--- config.mk ---
export PLATFORM = sky130hd
export DESIGN_NAME = comb_stage
export DESIGN_NICKNAME = d
export VERILOG_FILES = /design/src/rtl/comb_pkg.sv /design/src/rtl/comb_operand.sv /design/src/rtl/comb_portion.sv /design/src/rtl/comb_writeback.sv /design/src/rtl/comb_stage.sv
export SDC_FILE = /design/constraint.sdc
export NUM_CORES = 2
export LEC_CHECK = 0
export BUFFER_PORTS_ARGS = -buffer_cell sky130_fd_sc_hd__buf_2
export CAP_MARGIN = 10
export CORE_MARGIN = 2
export CORE_UTILIZATION = 32
export CTS_CLUSTER_DIAMETER = 150
export DETAILED_ROUTE_END_ITERATION = 10
export GPL_ROUTABILITY_DRIVEN = 1
export REMOVE_ABC_BUFFERS = 1
export SLEW_MARGIN = 0
export SYNTH_ARGS = -nofsm -noshare
export SYNTH_HDL_FRONTEND = slang
export SYNTH_HIERARCHICAL = 1
export SYNTH_SLANG_ARGS = --single-unit
--- constraint.sdc ---
create_clock -name clk -period 18.9 [get_ports clk]
set_input_delay 0.945 -clock clk [delete_from_list [all_inputs] [get_ports clk]]
set_output_delay 0.945 -clock clk [all_outputs]
set_load 0.005 [all_outputs]
--- src/rtl/comb_pkg.sv ---
package comb_pkg;
  parameter int CH_W = 8;
  parameter int NREG = 10;
  localparam int PIX_W  = 4 * CH_W;
  localparam int BANK_W = NREG * PIX_W;
  localparam int SEL_W  = 4;
  localparam int WIDE_W = 2 * CH_W + 4;
  localparam int NOPS   = 8;
  localparam int FRAC   = CH_W - 1;
  localparam int CH_MAX = (1 << (CH_W - 1)) - 1;
  localparam int CH_MIN = -(1 << (CH_W - 1));
  localparam int HALF   = 1 << (CH_W - 2);
  localparam int SPARE0 = 6;

  localparam logic [2:0] MAP_INV  = 3'd1;
  localparam logic [2:0] MAP_NEG  = 3'd2;
  localparam logic [2:0] MAP_HALF = 3'd3;
  localparam logic [2:0] MAP_EXP  = 3'd4;

  localparam logic [1:0] SC_X2   = 2'd1;
  localparam logic [1:0] SC_X4   = 2'd2;
  localparam logic [1:0] SC_HALF = 2'd3;

  typedef logic signed [CH_W-1:0]   chan_t;
  typedef logic signed [WIDE_W-1:0] wide_t;
  typedef chan_t [3:0]              pix_t;

  typedef struct packed {
    logic [2:0]       map;
    logic [SEL_W-1:0] src;
  } opsel_t;

  typedef struct packed {
    logic [SEL_W-1:0] dst_sum;
    logic [SEL_W-1:0] dst_cd;
    logic [SEL_W-1:0] dst_ab;
    logic [1:0]       scale;
    logic             bias;
    logic             use_mux;
    logic             dot_cd;
    logic             dot_ab;
  } rgb_ctl_t;

  typedef struct packed {
    logic [SEL_W-1:0] dst_sum;
    logic [SEL_W-1:0] dst_cd;
    logic [SEL_W-1:0] dst_ab;
    logic [1:0]       scale;
    logic             bias;
    logic             use_mux;
  } alpha_ctl_t;

  typedef struct packed {
    alpha_ctl_t            a_ctl;
    rgb_ctl_t              c_ctl;
    opsel_t [NOPS-1:0]     ops;
  } cfg_t;

  localparam int CFG_W = $bits(cfg_t);

  function automatic chan_t sat(input wide_t v);
    if (v > wide_t'(CH_MAX))      return chan_t'(CH_MAX);
    else if (v < wide_t'(CH_MIN)) return chan_t'(CH_MIN);
    else                          return chan_t'(v);
  endfunction

  function automatic wide_t widen(input chan_t x);
    return wide_t'(x);
  endfunction

  function automatic chan_t map_in(input chan_t x, input logic [2:0] m);
    wide_t w;
    w = widen(x);
    case (m)
      MAP_INV:  return sat(wide_t'(CH_MAX) - w);
      MAP_NEG:  return sat(-w);
      MAP_HALF: return sat(w - wide_t'(HALF));
      MAP_EXP:  return sat((w - wide_t'(HALF)) <<< 1);
      default:  return x;
    endcase
  endfunction

  function automatic wide_t mul_raw(input chan_t a, input chan_t b);
    return widen(a) * widen(b);
  endfunction

  function automatic chan_t mul(input chan_t a, input chan_t b);
    return sat(mul_raw(a, b) >>> FRAC);
  endfunction

  function automatic chan_t scale_bias(input wide_t v, input logic bias,
                                       input logic [1:0] sc);
    wide_t t;
    t = bias ? (v - wide_t'(HALF)) : v;
    case (sc)
      SC_X2:   return sat(t <<< 1);
      SC_X4:   return sat(t <<< 2);
      SC_HALF: return sat(t >>> 1);
      default: return sat(t);
    endcase
  endfunction
endpackage

--- src/rtl/comb_operand.sv ---
module comb_operand
  import comb_pkg::*;
(
  input  logic [BANK_W-1:0] bank,
  input  opsel_t            sel,
  output pix_t              px
);
  pix_t raw;

  // Source 0 and codes past the bank read as zero.
  always_comb begin
    raw = '0;
    for (int i = 1; i < NREG; i++) begin
      if (sel.src == SEL_W'(i)) raw = bank[i*PIX_W +: PIX_W];
    end
  end

  generate
    for (genvar k = 0; k < 4; k++) begin : g_ch
      assign px[k] = map_in(raw[k], sel.map);
    end
  endgenerate
endmodule

--- src/rtl/comb_portion.sv ---
module comb_portion
  import comb_pkg::*;
#(
  parameter int NCH = 3
)(
  input  chan_t [NCH-1:0] a,
  input  chan_t [NCH-1:0] b,
  input  chan_t [NCH-1:0] c,
  input  chan_t [NCH-1:0] d,
  input  logic            dot_ab,
  input  logic            dot_cd,
  input  logic            use_mux,
  input  logic            pick_cd,
  input  logic            bias,
  input  logic [1:0]      scale,
  output chan_t [NCH-1:0] o_ab,
  output chan_t [NCH-1:0] o_cd,
  output chan_t [NCH-1:0] o_third
);
  wide_t acc_ab, acc_cd;
  chan_t dot_ab_v, dot_cd_v;
  chan_t [NCH-1:0] ab_p, cd_p;

  always_comb begin
    acc_ab = '0;
    acc_cd = '0;
    for (int k = 0; k < NCH; k++) begin
      acc_ab = acc_ab + mul_raw(a[k], b[k]);
      acc_cd = acc_cd + mul_raw(c[k], d[k]);
    end
    dot_ab_v = sat(acc_ab >>> FRAC);
    dot_cd_v = sat(acc_cd >>> FRAC);
  end

  generate
    for (genvar k = 0; k < NCH; k++) begin : g_ch
      chan_t pk;
      wide_t sum_w;
      assign ab_p[k]    = dot_ab ? dot_ab_v : mul(a[k], b[k]);
      assign cd_p[k]    = dot_cd ? dot_cd_v : mul(c[k], d[k]);
      assign pk         = pick_cd ? cd_p[k] : ab_p[k];
      assign sum_w      = widen(ab_p[k]) + widen(cd_p[k]);
      assign o_ab[k]    = scale_bias(widen(ab_p[k]), bias, scale);
      assign o_cd[k]    = scale_bias(widen(cd_p[k]), bias, scale);
      assign o_third[k] = scale_bias(use_mux ? widen(pk) : sum_w, bias, scale);
    end
  endgenerate
endmodule

--- src/rtl/comb_writeback.sv ---
module comb_writeback
  import comb_pkg::*;
(
  input  logic [BANK_W-1:0] bank_in,
  input  chan_t [2:0]       rgb_ab,
  input  chan_t [2:0]       rgb_cd,
  input  chan_t [2:0]       rgb_third,
  input  chan_t             al_ab,
  input  chan_t             al_cd,
  input  chan_t             al_third,
  input  logic [SEL_W-1:0]  rgb_dst_ab,
  input  logic [SEL_W-1:0]  rgb_dst_cd,
  input  logic [SEL_W-1:0]  rgb_dst_sum,
  input  logic [SEL_W-1:0]  al_dst_ab,
  input  logic [SEL_W-1:0]  al_dst_cd,
  input  logic [SEL_W-1:0]  al_dst_sum,
  output logic [BANK_W-1:0] bank_out
);
  generate
    for (genvar i = 0; i < NREG; i++) begin : g_slot
      if (i == 0) begin : g_zero
        assign bank_out[i*PIX_W +: PIX_W] = '0;
      end else begin : g_live
        pix_t px;
        // Later assignments win: AB, then CD, then the third result.
        always_comb begin
          px = bank_in[i*PIX_W +: PIX_W];
          if (rgb_dst_ab  == SEL_W'(i)) px[2:0] = rgb_ab;
          if (rgb_dst_cd  == SEL_W'(i)) px[2:0] = rgb_cd;
          if (rgb_dst_sum == SEL_W'(i)) px[2:0] = rgb_third;
          if (al_dst_ab   == SEL_W'(i)) px[3]   = al_ab;
          if (al_dst_cd   == SEL_W'(i)) px[3]   = al_cd;
          if (al_dst_sum  == SEL_W'(i)) px[3]   = al_third;
        end
        assign bank_out[i*PIX_W +: PIX_W] = px;
      end
    end
  endgenerate
endmodule

--- src/rtl/comb_stage.sv ---
module comb_stage
  import comb_pkg::*;
(
  input  logic              clk,
  input  logic              rst_n,
  input  logic              in_valid,
  output logic              in_ready,
  input  logic [BANK_W-1:0] in_bank,
  input  logic [CFG_W-1:0]  in_cfg,
  output logic              out_valid,
  input  logic              out_ready,
  output logic [BANK_W-1:0] out_bank
);
  cfg_t  cfg;
  pix_t  opv [NOPS];
  logic  pick_cd;
  chan_t [2:0] rgb_ab, rgb_cd, rgb_third;
  chan_t [0:0] al_ab, al_cd, al_third;
  logic [BANK_W-1:0] wb_bank;
  logic [BANK_W-1:0] q_bank;
  logic              q_valid;

  assign cfg     = cfg_t'(in_cfg);
  assign pick_cd = in_bank[SPARE0*PIX_W + PIX_W - 1];

  generate
    for (genvar n = 0; n < NOPS; n++) begin : g_op
      comb_operand u_op (
        .bank (in_bank),
        .sel  (cfg.ops[n]),
        .px   (opv[n])
      );
    end
  endgenerate

  comb_portion #(.NCH(3)) u_rgb (
    .a       (opv[0][2:0]),
    .b       (opv[1][2:0]),
    .c       (opv[2][2:0]),
    .d       (opv[3][2:0]),
    .dot_ab  (cfg.c_ctl.dot_ab),
    .dot_cd  (cfg.c_ctl.dot_cd),
    .use_mux (cfg.c_ctl.use_mux),
    .pick_cd (pick_cd),
    .bias    (cfg.c_ctl.bias),
    .scale   (cfg.c_ctl.scale),
    .o_ab    (rgb_ab),
    .o_cd    (rgb_cd),
    .o_third (rgb_third)
  );

  comb_portion #(.NCH(1)) u_alpha (
    .a       (opv[4][3]),
    .b       (opv[5][3]),
    .c       (opv[6][3]),
    .d       (opv[7][3]),
    .dot_ab  (1'b0),
    .dot_cd  (1'b0),
    .use_mux (cfg.a_ctl.use_mux),
    .pick_cd (pick_cd),
    .bias    (cfg.a_ctl.bias),
    .scale   (cfg.a_ctl.scale),
    .o_ab    (al_ab),
    .o_cd    (al_cd),
    .o_third (al_third)
  );

  comb_writeback u_wb (
    .bank_in     (in_bank),
    .rgb_ab      (rgb_ab),
    .rgb_cd      (rgb_cd),
    .rgb_third   (rgb_third),
    .al_ab       (al_ab[0]),
    .al_cd       (al_cd[0]),
    .al_third    (al_third[0]),
    .rgb_dst_ab  (cfg.c_ctl.dst_ab),
    .rgb_dst_cd  (cfg.c_ctl.dst_cd),
    .rgb_dst_sum (cfg.c_ctl.dst_sum),
    .al_dst_ab   (cfg.a_ctl.dst_ab),
    .al_dst_cd   (cfg.a_ctl.dst_cd),
    .al_dst_sum  (cfg.a_ctl.dst_sum),
    .bank_out    (wb_bank)
  );

  assign in_ready = !q_valid || out_ready;

  always_ff @(posedge clk) begin
    if (!rst_n) begin
      q_valid <= 1'b0;
      q_bank  <= '0;
    end else begin
      if (in_ready) q_valid <= in_valid;
      if (in_valid && in_ready) q_bank <= wb_bank;
    end
  end

  assign out_valid = q_valid;
  assign out_bank  = q_bank;
endmodule

Word-level counts from Yosys, hierarchy flattened
Index checks and enable logic that the tools add are counted.
{"block": "word_totals", "ff_bits": 289, "latch_bits": 0, "mem_bits_rw": 0, "rom_bits": 0, "mem_count": 0}
{"block": "classes", "add_sub_neg": 68, "mul": 8, "div": 0, "n_lt_le_gt_ge": 244, "eq_ne": 164, "n_shift": 0, "mux": 424, "n_bitwise": 0, "n_reduce_logical": 3}
{"cell": "$mux W8", "count": 281}
{"cell": "$gt A20 B8 Y1 const B", "count": 100}
{"cell": "$lt A20 B8 Y1 const B", "count": 100}
{"cell": "$mux W24", "count": 63}
{"cell": "$mux W32", "count": 36}
{"cell": "$pmux W8 S4", "count": 16}
{"cell": "$mux W20", "count": 16}
{"cell": "$neg A8 Y20", "count": 16}
{"cell": "$pmux W8 S3", "count": 12}
{"cell": "$gt A19 B8 Y1 const B", "count": 12}
{"cell": "$lt A19 B8 Y1 const B", "count": 12}
{"cell": "$eq A4 B3 Y1 const B", "count": 56}
{"cell": "$sub A8 B8 Y9 const B", "count": 24}
{"cell": "$sub A8 B8 Y9 const A", "count": 16}
{"cell": "$mul A8 B8 Y16", "count": 8}
{"cell": "$eq A4 B2 Y1 const B", "count": 28}
{"cell": "$eq A4 B4 Y1 const B", "count": 28}
{"cell": "$sub A20 B8 Y20 const B", "count": 4}
{"cell": "$gt A9 B8 Y1 const B", "count": 8}
{"cell": "$lt A9 B8 Y1 const B", "count": 8}
{"cell": "$eq A4 B1 Y1 const B", "count": 14}
{"cell": "$eq A3 B2 Y1 const B", "count": 16}
{"cell": "$add A17 B16 Y18", "count": 2}
{"cell": "$add A8 B8 Y9", "count": 4}
{"cell": "other kinds (10)", "count": 31}

Depth between registers and ports, before layout
{"block": "logic_depth", "depth_word": 31, "mapped_depth": 76, "mapped_depth_nobuf": 70}

Hierarchy
The synthesis kept the hierarchy.
{"module": "comb_operand", "n_inst": 8, "cells_each": 817, "area_each_um2": 5302.6, "seq_area_each_um2": 0.0}
{"module": "comb_portion (u_rgb)", "n_inst": 1, "cells_each": 3198, "area_each_um2": 24755.0, "seq_area_each_um2": 0.0}
{"module": "comb_stage", "n_inst": 1, "cells_each": 1393, "area_each_um2": 12747.2, "seq_area_each_um2": 6426.2}
{"module": "comb_writeback", "n_inst": 1, "cells_each": 1250, "area_each_um2": 8838.5, "seq_area_each_um2": 0.0}
{"module": "comb_portion (u_alpha)", "n_inst": 1, "cells_each": 980, "area_each_um2": 7542.2, "seq_area_each_um2": 0.0}

Worst setup path after synthesis
OpenSTA, ideal clock, no wires.
{"block": "synth_timing", "path_type": "input port to flip-flop", "start": "input port in_cfg[14]", "end": "register q_bank[171], in the netlist out_bank[171]", "arrival_time_ps": 15918, "required_ps": 18828, "path_slack_ps": 2911, "path_stages": 73, "cell_sequence": "buf_6 -> buf_2 -> buf_6 -> buf_6 -> buf_2 -> mux2i_1 -> nor2_1 -> a21oi_1 -> nand2_1 -> inv_1 -> ha_1 -> inv_1 -> nor4_2 -> nand2_1 -> inv_1 -> ha_1 -> o2111ai_1 -> nand2_1 -> [... 37 more ...] -> o21ai_0 -> mux2_2 -> nor4_2 -> o21ai_0 -> ha_1 -> nand2_1 -> or4b_2 -> nor2_1 -> a21oi_1 -> a2bb2oi_1 -> o31ai_4 -> nand3_1 -> a41oi_1 -> buf_1 -> o22ai_1 -> a21oi_1 -> nand2_1 -> mux2i_1"}
{"element": "from (decl)", "line_no": "comb_stage.sv:9", "source": "input logic [CFG_W-1:0] in_cfg,"}
{"element": "to (signal assigned)", "line_no": "comb_stage.sv:93", "source": "if (in_valid && in_ready) q_bank <= wb_bank;"}
{"element": "to (decl)", "line_no": "comb_stage.sv:20", "source": "logic [BANK_W-1:0] q_bank;"}

==> flow_summary.toml <==
[setup_path]
arrival_ps = 18400
worstSetupStartpoint = "in_cfg[24]"
cpPeakStageDelay_ps = 930
crit_slowest_cell = "o211ai_1"
setup.worst_path.end_class = "flip-flop"
worstPathMaxFanout = 25
required_ps = 19520
path_common_cell = "inv_1"
critPathLaunchType = "primary input"
critical_path_class = "in -> reg"
r2r-start = "out_valid"

[drt]
vias_per_cell = 5.94
num_vias = 82500
drt-initial-drc-count = 10700
route.detailed.drc = 0
dr.pass1.iters = 8
post_drt_wl_per_cell_um = 25.6
antenna_left = 0
wl_mm = 355

[clocking]
cts_tree = "yes"
cts_max_level = 2
cts_buffer_depth = 3
cts_buffers = 40
clock-sinks = 321
clkLatencyLatePin_ps = 710
clkTransAtPathRegs_ps = 70
clk_root_buffer_cell = "clkbuf_16"

[sta]
report.final.slew_viol_count = 0
period_share = 0.941
clock_skew_ps = 57.2
setup_viol = 0
max_freq_mhz = 56.2
finalCriticalPeriod_ps = 17780
grt_setup_unrepaired = "no"
tightest_slew_ps = 1340
relSlewSlack = 0.108
setup_tns_ps = 0
finalHoldViolations = 0

[place]
gp_congestion = 1.05
io_buffers = 703
hpwl_mm = 278

[global_route]
first_global_vias = 75500
grt_util_all_layers = 0.275
antenna_found_initial = 77
grt_start_max_net_pins = 169
grt.overflow.total = 0
grt_pass1_wl_mm = 510

[floorplanning]
die_h_um = 496
die_w_um = 496
fp-row-count = 180
dieArea_mm2 = 0.246
core_mm2 = 0.241
start_util = 0.322
boundaryPins = 736

[synth]
avgSynthCellArea_um2 = 7.39
syn_inst = 10500
yosys_warnings = 6
syn-cell-area_mm2 = 0.0774

[layout]
layout.nets = 11900
seq_area_mm2 = 0.00643
fillCellCount = 25800
area_growth_pct = 8.85
multi_input_area_mm2 = 0.0626
final_layout_size_suffix_gt1_frac = 0.154

[min_path]
min_path_type = "reg -> reg"
min_from = "out_bank[30]"

[run_status]
outcome = "finished clean"

[job]
maxCapViolCount = 0
flip-flops by register name (all words and copies together) (netlist names):
register	flops
out_bank	320
out_valid	1
stage by stage:
stage / instance area (um2) / hold WS, ps / util / setup slack (ps) / std cells
floorplan: 72200 / 451 / - / 2880 / 9528
global placement: 82700 / 440 / 0.344 / 934 / 13800
detailed placement: 82700 / 443 / 0.344 / 791 / 13800
CTS: 84100 / 454 / 0.350 / 1420 / 13800
global route: 84200 / 461 / 0.350 / 32.6 / 13900
finish: 84300 / 450 / 0.350 / 1120 / 13900
final timing paths:
path	endpoint	slack, ps	cells after the start
max	out_bank[162]	1120	64
min	out_bank[30]	450	2
min reg2reg	out_bank[30]	450	2
max reg2reg	out_bank[81]	14570	7
area by class of cell:
class / count / share of cell area
Timing Repair Buffer: 1068 / 0.0764
Tap cell: 3185 / 0.0473
Antenna cell: 35 / 0.00104
Sequential cell: 321 / 0.0762
Clock inverter: 18 / 0.00383
Clock buffer: 53 / 0.0129
Multi-Input combinational cell: 8330 / 0.743
Inverter: 877 / 0.0391
cells in the final DEF (no fill, tap or decap), types with 36 or more instances in the layout:
cell type and instances:
and3b_1 65, mux2_2 138, nor3b_1 40, nor2b_1 153
xor2_1 58, and3_1 39, o21ai_1 56, nor3_1 223
a31oi_1 69, o221ai_1 51, a221oi_1 77, xnor2_1 120
o21a_1 72, nand2_1 1314, nand2b_1 162, and2_1 389
ha_1 394, or3_1 36, nor4_1 74, a2bb2oi_1 77
dfxtp_1 321, nor2_1 573, a21oi_1 747, or2_2 37
inv_1 860, o22ai_1 353, a21o_1 94, a211oi_1 113
mux2i_1 748, fa_1 467, nand3_1 142, a22oi_1 43
clkbuf_16 40, o21ai_0 350, a21oi_2 89, buf_2 698
o211ai_1 79, buf_4 356, nand4_1 60
per-layer routing:
layer	global-route usage	part of all wire	vias up
met2	0.402	0.41	4840
li1	-	-	37200
met4	0.182	0.079	64
met3	0.0848	0.12	1319
met5	0	0.0013	-
met1	0.346	0.39	39000
critical path: cells and delay by family:
family	cells	cell delay, ps
AO/OA/AOI/OAI	23	6220
adder cells (fa/ha/maj)	11	4670
AND/OR/NAND/NOR	16	3800
buffers and inverters	12	2200
multiplexers	2	530
what timing repair did:
item	in CTS	in global routing
hold buffers	0	0
gates resized for setup	0	2
buffers inserted	0	7
setup endpoints to repair	0	53
Power is left out: the tool's default activity adds up to more than one toggle a clock period on the data nets, which glitch-free logic cannot reach.
